### config.mk
export PLATFORM = sky130hd
export DESIGN_NAME = i2s_odd_tx
export DESIGN_NICKNAME = d
export VERILOG_FILES = /design/src/rtl/i2s_odd_pkg.sv /design/src/rtl/i2s_bclk_gen.sv /design/src/rtl/i2s_slot_seq.sv /design/src/rtl/i2s_sample_buf.sv /design/src/rtl/i2s_shifter.sv /design/src/rtl/i2s_odd_tx.sv
export SDC_FILE = /design/constraint.sdc
export NUM_CORES = 1
export LEC_CHECK = 0
export BUFFER_PORTS_ARGS = -buffer_cell sky130_fd_sc_hd__buf_4
export CAP_MARGIN = 20
export CORE_MARGIN = 8
export CORE_UTILIZATION = 60
export DETAILED_ROUTE_END_ITERATION = 12
export PLACE_DENSITY = 0.81
export SYNTH_ARGS = -nofsm -noshare
export SYNTH_HDL_FRONTEND = slang
export SYNTH_SLANG_ARGS = --single-unit
### constraint.sdc
create_clock -name mclk -period 6.7 [get_ports mclk]
set_input_delay 0.335 -clock mclk [delete_from_list [all_inputs] [get_ports mclk]]
set_output_delay 0.335 -clock mclk [all_outputs]
set_load 0.05 [all_outputs]
### src/rtl/i2s_odd_pkg.sv
package i2s_odd_pkg;
  localparam int unsigned CNT_W = 8;
  typedef logic [CNT_W-1:0] cnt_t;
  typedef enum logic {MODE_FAST = 1'b0, MODE_SLOW = 1'b1} bclk_mode_e;
endpackage

### src/rtl/i2s_bclk_gen.sv
module i2s_bclk_gen
  import i2s_odd_pkg::*;
(
  input  logic mclk,
  input  logic rst,
  input  cnt_t div_act,
  input  cnt_t hi_act,
  input  cnt_t hi_nxt,
  output logic bclk,
  output logic fall
);
  cnt_t ph;
  logic rise;

  // high phase occupies ph 0..hi-1, low phase hi..div-1
  assign fall = (ph == cnt_t'(hi_act - cnt_t'(1)));
  assign rise = (ph == cnt_t'(div_act - cnt_t'(1)));

  always_ff @(posedge mclk) begin
    if (rst) begin
      ph   <= hi_nxt;
      bclk <= 1'b0;
    end else if (fall) begin
      ph   <= hi_nxt;
      bclk <= 1'b0;
    end else if (rise) begin
      ph   <= '0;
      bclk <= 1'b1;
    end else begin
      ph   <= cnt_t'(ph + cnt_t'(1));
    end
  end

  AST_HIGH_MIN: assert property (@(posedge mclk) disable iff (rst)
    $rose(bclk) |=> bclk);
  AST_LOW_MIN: assert property (@(posedge mclk) disable iff (rst)
    $fell(bclk) |=> !bclk);
endmodule

### src/rtl/i2s_slot_seq.sv
module i2s_slot_seq
  import i2s_odd_pkg::*;
(
  input  logic mclk,
  input  logic rst,
  input  logic fall,
  input  cnt_t slot_act,
  input  cnt_t slot_nxt,
  output logic lrck,
  output logic ch_right,
  output logic slot_start,
  output logic fs
);
  cnt_t bit_q, bit_n;
  logic last, ch_n;

  assign last       = (bit_q == cnt_t'(slot_act - cnt_t'(1)));
  assign slot_start = fall && last;
  assign fs         = slot_start && ch_right;
  assign bit_n      = last ? '0 : cnt_t'(bit_q + cnt_t'(1));
  assign ch_n       = last ? !ch_right : ch_right;

  always_ff @(posedge mclk) begin
    if (rst) begin
      bit_q    <= cnt_t'(slot_nxt - cnt_t'(1));
      ch_right <= 1'b1;
      lrck     <= 1'b0;
    end else if (fall) begin
      bit_q    <= bit_n;
      ch_right <= ch_n;
      lrck     <= (bit_n == cnt_t'(slot_nxt - cnt_t'(1))) ? !ch_n : ch_n;
    end
  end

  AST_LEFT_AT_FRAME: assert property (@(posedge mclk) disable iff (rst)
    fs |-> !lrck);
  AST_BIT_IN_SLOT: assert property (@(posedge mclk) disable iff (rst)
    bit_q < slot_act);
endmodule

### src/rtl/i2s_sample_buf.sv
module i2s_sample_buf #(
  parameter int unsigned SW = 24
) (
  input  logic          mclk,
  input  logic          rst,
  input  logic          fs,
  input  logic          in_valid,
  output logic          in_ready,
  input  logic [SW-1:0] in_left,
  input  logic [SW-1:0] in_right,
  output logic [SW-1:0] next_left,
  output logic [SW-1:0] cur_right
);
  logic          hold_full;
  logic [SW-1:0] hold_l, hold_r, cur_l;
  logic          acc;

  assign in_ready  = !hold_full;
  assign acc       = in_valid && in_ready;
  assign next_left = hold_full ? hold_l : cur_l;

  always_ff @(posedge mclk) begin
    if (rst) begin
      hold_full <= 1'b0;
      hold_l    <= '0;
      hold_r    <= '0;
      cur_l     <= '0;
      cur_right <= '0;
    end else begin
      hold_full <= acc || (hold_full && !fs);
      if (acc) begin
        hold_l <= in_left;
        hold_r <= in_right;
      end
      if (fs && hold_full) begin
        cur_l     <= hold_l;
        cur_right <= hold_r;
      end
    end
  end

  AST_READY_DROP: assert property (@(posedge mclk) disable iff (rst)
    (in_valid && in_ready) |=> !in_ready);
  AST_HOLD_KEEP: assert property (@(posedge mclk) disable iff (rst)
    (hold_full && !fs) |=> (hold_full && $stable(hold_l) && $stable(hold_r)));
  AST_REPEAT: assert property (@(posedge mclk) disable iff (rst)
    (fs && !hold_full) |=> $stable(cur_l));
endmodule

### src/rtl/i2s_shifter.sv
module i2s_shifter #(
  parameter int unsigned SW = 24
) (
  input  logic          mclk,
  input  logic          rst,
  input  logic          fall,
  input  logic          slot_start,
  input  logic [SW-1:0] word,
  output logic          sdata
);
  logic [SW-1:0] sh;

  always_ff @(posedge mclk) begin
    if (rst) begin
      sh    <= '0;
      sdata <= 1'b0;
    end else if (fall) begin
      if (slot_start) begin
        sdata <= word[SW-1];
        sh    <= {word[SW-2:0], 1'b0};
      end else begin
        sdata <= sh[SW-1];
        sh    <= {sh[SW-2:0], 1'b0};
      end
    end
  end
endmodule

### src/rtl/i2s_odd_tx.sv
module i2s_odd_tx
  import i2s_odd_pkg::*;
#(
  parameter int unsigned SW        = 24,
  parameter int unsigned FAST_DIV  = 5,
  parameter int unsigned FAST_HI   = 2,
  parameter int unsigned FAST_SLOT = 50,
  parameter int unsigned SLOW_DIV  = 10,
  parameter int unsigned SLOW_HI   = 5,
  parameter int unsigned SLOW_SLOT = 25
) (
  input  logic          mclk,
  input  logic          rst,
  input  logic          mode_slow,
  input  logic          smp_valid,
  output logic          smp_ready,
  input  logic [SW-1:0] smp_left,
  input  logic [SW-1:0] smp_right,
  output logic          smp_req,
  output logic          bclk,
  output logic          lrck,
  output logic          sdata
);
  localparam int unsigned FRAME = FAST_DIV * 2 * FAST_SLOT;
  localparam int unsigned FR_W  = $clog2(FRAME + 1);

  function automatic cnt_t div_of(input bclk_mode_e m);
    return (m == MODE_SLOW) ? cnt_t'(SLOW_DIV) : cnt_t'(FAST_DIV);
  endfunction
  function automatic cnt_t hi_of(input bclk_mode_e m);
    return (m == MODE_SLOW) ? cnt_t'(SLOW_HI) : cnt_t'(FAST_HI);
  endfunction
  function automatic cnt_t slot_of(input bclk_mode_e m);
    return (m == MODE_SLOW) ? cnt_t'(SLOW_SLOT) : cnt_t'(FAST_SLOT);
  endfunction

  bclk_mode_e    mode_act, mode_in, mode_nxt;
  logic          fall, fs, slot_start, ch_right;
  logic [SW-1:0] next_l, cur_r, word;

  assign mode_in  = bclk_mode_e'(mode_slow);
  assign mode_nxt = (fs || rst) ? mode_in : mode_act;
  assign word     = ch_right ? next_l : cur_r;

  always_ff @(posedge mclk) begin
    mode_act <= mode_nxt;
    smp_req  <= rst ? 1'b0 : fs;
  end

  i2s_bclk_gen u_bclk (
    .mclk(mclk), .rst(rst),
    .div_act(div_of(mode_act)), .hi_act(hi_of(mode_act)), .hi_nxt(hi_of(mode_nxt)),
    .bclk(bclk), .fall(fall)
  );

  i2s_slot_seq u_seq (
    .mclk(mclk), .rst(rst), .fall(fall),
    .slot_act(slot_of(mode_act)), .slot_nxt(slot_of(mode_nxt)),
    .lrck(lrck), .ch_right(ch_right), .slot_start(slot_start), .fs(fs)
  );

  i2s_sample_buf #(.SW(SW)) u_buf (
    .mclk(mclk), .rst(rst), .fs(fs),
    .in_valid(smp_valid), .in_ready(smp_ready),
    .in_left(smp_left), .in_right(smp_right),
    .next_left(next_l), .cur_right(cur_r)
  );

  i2s_shifter #(.SW(SW)) u_shift (
    .mclk(mclk), .rst(rst), .fall(fall), .slot_start(slot_start),
    .word(word), .sdata(sdata)
  );

  // frame-length watch for the assertion below
  logic [FR_W-1:0] fr_cnt;
  logic            fr_seen;
  always_ff @(posedge mclk) begin
    if (rst) begin
      fr_cnt  <= '0;
      fr_seen <= 1'b0;
    end else if (fs) begin
      fr_cnt  <= '0;
      fr_seen <= 1'b1;
    end else begin
      fr_cnt  <= FR_W'(fr_cnt + 1'b1);
    end
  end

  AST_FRAME_LEN: assert property (@(posedge mclk) disable iff (rst)
    (fs && fr_seen) |-> (fr_cnt == FR_W'(FRAME - 1)));
  AST_SDATA_ON_FALL: assert property (@(posedge mclk) disable iff (rst)
    !$stable(sdata) |-> $fell(bclk));
  AST_LRCK_ON_FALL: assert property (@(posedge mclk) disable iff (rst)
    !$stable(lrck) |-> $fell(bclk));
  AST_REQ_PULSE: assert property (@(posedge mclk) disable iff (rst)
    smp_req |=> !smp_req);
  AST_MODE_HOLD: assert property (@(posedge mclk) disable iff (rst)
    !fs |=> $stable(mode_act));
endmodule

# [Word-level counts from Yosys, hierarchy flattened]
# Index checks and enable logic that the tools add are counted.
[totals] inputBits=52 out_inout_bits=5 reg_bits=143 word_cells=55
[op_classes] n_eq_ne=4 reduce_logical=13 n_addsub=6 n_mux=18
[op_table] cell="$mux 24" count=3
[op_table] cell="$mux 8" count=6
[op_table] cell="$eq 8x8->1" count=4
[op_table] cell="$add 8x1->8 const B" count=2
[op_table] cell="$sub 6x1->7 const B" count=2
[op_table] cell="$mux 6" count=2
[op_table] cell="$mux 3" count=2
[op_table] cell="$logic_and 1x1->1" count=5
[op_table] cell="$sub 4x1->5 const B" count=1
[op_table] cell="$logic_not 1->1" count=4
[op_table] cell="$mux 1" count=4
[op_table] cell="$mux 4" count=1
[op_table] cell="$sub 3x1->4 const B" count=1
[op_table] cell="$logic_or 1x1->1" count=2
[op_table] cell="$reduce_bool 2->1" count=1
[op_table] cell="$reduce_or 2->1" count=1

# [Logic depth before layout (Yosys ltp)]
[logic_depth] depth_word=11 mapped_depth=9 ltp_nobuf=7

# [Modules after synthesis]
# A second synthesis with hierarchy kept.
[unflattened] hier_cells=802 hier_area_um2=8056.5
[modules_own_cells] mod="i2s_sample_buf" cells_per_inst=406 area_each_um2=4345.4 n_inst=1
[modules_own_cells] mod="i2s_slot_seq" cells_per_inst=139 area_each_um2=1211.2 n_inst=1
[modules_own_cells] mod="i2s_shifter" cells_per_inst=106 area_each_um2=1067.3 n_inst=1
[modules_own_cells] mod="i2s_bclk_gen" cells_per_inst=115 area_each_um2=953.4 n_inst=1
[modules_own_cells] mod="i2s_odd_tx" cells_per_inst=36 area_each_um2=479.2 n_inst=1

# [Least setup slack after synthesis]
# Ideal clock, no wire load.
[synth_timing] path_type="reg-to-reg" start="register u_bclk.ph[0]" end="register u_seq.bit_q[0], enable pin" t_required_ns=6.369 slack_ns=4.461 n_path_buf=1 path_stages_with_launch=6 t_arrival_ns=1.908 cell_sequence="dfxtp_1 -> or3b_1 -> a2111oi_4 -> clkbuf_1 -> nor2_1 -> inv_1"
[synth_via] elab_chain_len=2
[synth_rtl] item="start: declaration" line_no="i2s_bclk_gen.sv:12" rtl="cnt_t ph;"
[synth_rtl] item="start signal: assignment" line_no="i2s_bclk_gen.sv:21" rtl="ph <= hi_nxt;"
[synth_rtl] item="start signal: assignment" line_no="i2s_bclk_gen.sv:24" rtl="ph <= hi_nxt;"
[synth_rtl] item="start signal: assignment" line_no="i2s_bclk_gen.sv:30" rtl="ph <= cnt_t'(ph + cnt_t'(1));"
[synth_rtl] item="$eq 8x8->1" line_no="i2s_bclk_gen.sv:16" rtl="assign fall = (ph == cnt_t'(hi_act - cnt_t'(1)));"
[synth_rtl] item="$reduce_bool 2->1 (no line)"
[synth_rtl] item="end signal: assignment" line_no="i2s_slot_seq.sv:25" rtl="bit_q <= cnt_t'(slot_nxt - cnt_t'(1));"
[synth_rtl] item="end signal: assignment" line_no="i2s_slot_seq.sv:29" rtl="bit_q <= bit_n;"
[synth_rtl] item="end: declaration" line_no="i2s_slot_seq.sv:14" rtl="cnt_t bit_q, bit_n;"
# Every way passes these cells.
# A chain may end at the register's enable or synchronous reset.

# [Worst setup path in the final report]
[layout_timing] start="register u_bclk.ph[0]" end="register u_buf.cur_right[5]"
[layout_via] elab_chain_len=4
[layout_rtl] item="$eq 8x8->1" line_no="i2s_bclk_gen.sv:16"
[layout_rtl] item="$logic_and 1x1->1" line_no="i2s_slot_seq.sv:18" rtl="assign slot_start = fall && last;"
[layout_rtl] item="$logic_and 1x1->1" line_no="i2s_slot_seq.sv:19" rtl="assign fs = slot_start && ch_right;"
[layout_rtl] item="$logic_and 1x1->1" line_no="i2s_sample_buf.sv:35" rtl="if (fs && hold_full) begin"
[layout_rtl] item="end signal: assignment" line_no="i2s_sample_buf.sv:37" rtl="cur_right <= hold_r;"
[layout_rtl] item="end: declaration" line_no="i2s_sample_buf.sv:12" rtl="output logic [SW-1:0] cur_right"
# Every way passes these cells.

==> results_dict.tcl <==
set metrics [dict create \
    hold_class "in -> reg" \
    grtUsageTotal 0.212 \
    crit_top_cell "buf_4" \
    slew_violations 0 \
    r2r_cells 8 \
    slowest_stage "buf_4" \
    synth_area_mm2 0.00593 \
    cts_buffers 17 \
    crit_arrival_ns 3.14 \
    clock_sinks 142 \
    tns_ns 0 \
    rsz0062_at_grt "false" \
    synth_ff_type "dfxtp_1" \
    endpoint_kind "flop" \
    ys_seq_area_frac 0.493 \
    postCtsSetupRepairBufs 0 \
    timing.reg2reg.setup_slack_ns 3.92 \
    top_layer "met4" \
    ir_worst_vdd_uv 199 \
    initial_core_util 0.613 \
    crit_family "simple AND/OR/NAND/NOR gates" \
    synthTopCellsByArea "dfxtp_1 (45%), nand2_1 (13%), a21oi_1 (10%)" \
    clk_path_buf_depth 2 \
    clock_latency_ns 0.53 \
    nNetsFinal 809 \
    die_area_mm2 0.0133 \
    fin_crit_sh 0.415 \
    layout_common_cells "nand2_1 (199), dfxtp_1 (134), a21oi_1 (119)" \
    final_common_cell "nand2_1" \
    path_cells "or3b_1, a2111oi_4, buf_4, and2_1, nand3_1, buf_4, nand2_1, a21oi_1" \
    pwr_density_cell_mw_per_mm2 337 \
    hold_end "u_buf.hold_r[20]" \
    cpPeakStageDelay_ns 0.48 \
    p_leak_nw 2.55 \
    required_ns 7.06 \
    slew_headroom 0.319 \
    layoutNonFillerInstCount 900 \
    syn_inst 728 \
    rr_endpoint "u_buf.cur_right[5]" \
    wl_met3_um 517 \
    ys_types 44 \
    run_status "complete, no violations" \
    n_antenna_cell 0 \
    synthArstFlopShare 0 \
    pin_count 57 \
    postRouteAntennaNets 0 \
    hold_start "smp_right[20]" \
    synth_top_area_cell "dfxtp_1" \
    wl_met2_mm 6.87 \
    path_class "reg -> reg" \
    worst_r2r_startpoint "u_bclk.ph[0]" \
    grt_max_degree 94 \
    holdBufCountCts 0 \
    fmax_mhz 360 \
    grt_pass1_vias 4910 \
    synth-edff-count 8 \
    syn_nets 782 \
    wl_mm 13.4 \
    wl_per_cell_um 14.8 \
    synth_top_cell_area_share 0.452 \
    critPathBufInv 2 \
    grt_first_pass_wirelength_mm 22.4 \
    period_needed_ns 2.78 \
    firstDrtPassIters 5 \
    port_buffers 56 \
    via_count 5020 \
    setup_viol 0 \
    drt_iter0_markers 431 \
    hold_viol_final 0 \
    areaGrowthSynthToFinish_pct 17.7 \
    grt_overflow_total 0 \
    wl_met1_mm 5.61 \
    worstMarginPinSlew_ns 1.02 \
    maxCapViolations 0 \
    antenna_found_initial 0 \
    die_h_um 115 \
    drc 0 \
    cts_max_level 4 \
    cts.repair.resized 0 \
    root_buffer "clkbuf_8" \
    hold_depth 3 \
    via_per_inst 5.58 \
    core_mm2 0.00968 \
    cts_tree "built" \
    skew_ns 0.00961 \
    start_kind "flop" \
    gp_congestion 0.779 \
    final_layout_size_suffix_gt1_frac 0.134 \
    die_w_um 115 \
    hpwl_mm 8.66 \
    clk_pin_slew_ns 0.06 \
    critPathMaxFanout 52 \
    ys_ff_latch 142 \
    ys_warn_count 0 \
    avgSynthCellArea_um2 8.15 \
    core.rowCount 36 \
    dp_cells 869 \
]
==> tightest hold or removal path: cells and delay by family <==
family                 cells  cell delay [ns]
buffers and inverters      1             0.11
AOI/OAI and AO/OA          1             0.05
and+or+nand+nor            1             0.04
==> cell usage after synthesis, types with 3 or more instances <==
cell      number
buf_2         10
nor2_1        62
nand3_1       10
a211oi_1      48
a21oi_1      119
clkbuf_1      44
mux2i_1       25
nand2b_1       5
edfxtp_1       8
o21ai_0        4
and3_1         3
inv_1          4
dfxtp_1      134
nand2_1      199
xor2_1        10
xnor2_1        6
==> state kept, by name (all words and copies together), names as in the netlist, 8 cells and up <==
register and cells:
u_bclk.ph 8, u_buf.cur_l 24, u_buf.cur_right 24, u_buf.hold_l 24, u_buf.hold_r 24, u_seq.bit_q 8, u_shift.sh 23
==> worst max path at each step <==
| stage | start | to | slack [ns] | cells past startpoint |
|---|---|---|---|---|
| 2_1_floorplan | u_bclk.ph[0] | u_seq.bit_q[0] | 4.46 | 5 |
| 3_3_place_gp | u_bclk.ph[0] | u_buf.cur_l[2] | 4.12 | 8 |
| 3_5_place_dp | u_bclk.ph[0] | u_buf.cur_right[3] | 3.99 | 8 |
| 4_1_cts | u_bclk.ph[0] | u_buf.cur_right[5] | 3.94 | 8 |
| 5_1_grt | u_bclk.ph[0] | u_buf.cur_right[5] | 3.68 | 8 |
| 6_report | u_bclk.ph[0] | u_buf.cur_right[5] | 3.92 | 8 |
==> where the power goes <==
group,leakage [nW],internal (mW),switching [mW]
clock network,0.303,0.615,0.345
logic,1.08,0.151,0.214
registers,1.17,0.947,0.0771
total,2.55,1.71,0.636
==> kinds of logic after synthesis <==
logic type	after synthesis	synth area share
AO/OA/AOI/OAI	180	0.181
XOR/XNOR	16	0.0236
adder cells (fa/ha/maj)	2	0.00422
buffers and inverters	60	0.0413
flip-flops	142	0.493
multiplexers	26	0.0447
AND/OR/NAND/NOR	302	0.213
==> metal layers <==
metal,global-route usage,up-vias
li1,-,2527
met1,0.242,2361
met2,0.361,107
met3,0.0573,25
met4,0.101,0
met5,0,-
==> cell type report <==
type                       instances  area [um2]
clock buffer                      22         483
clock inverter                     9         131
fill                             737        2710
inverter                           4        15.0
multi-input combinational        526        2780
sequential                       142        2920
tap                              133         166
timing repair buffer              64         480
==> metrics by stage <==
stage | setup slack, ns | power [mW] | area (um2) | hold slack [ns] | utilization
floorplan | 4.46 | 1.30 | 5930 | 0.431 | -
global placement | 4.12 | 1.38 | 6360 | 0.437 | 0.657
detailed placement | 3.99 | 1.40 | 6360 | 0.442 | 0.657
CTS | 3.94 | 2.36 | 6980 | 0.0330 | 0.721
global route | 3.68 | 2.45 | 6980 | 0.0404 | 0.721
finish | 3.92 | 2.35 | 6980 | 0.0511 | 0.721
Note: power is estimated with default switching activity, not from simulation.
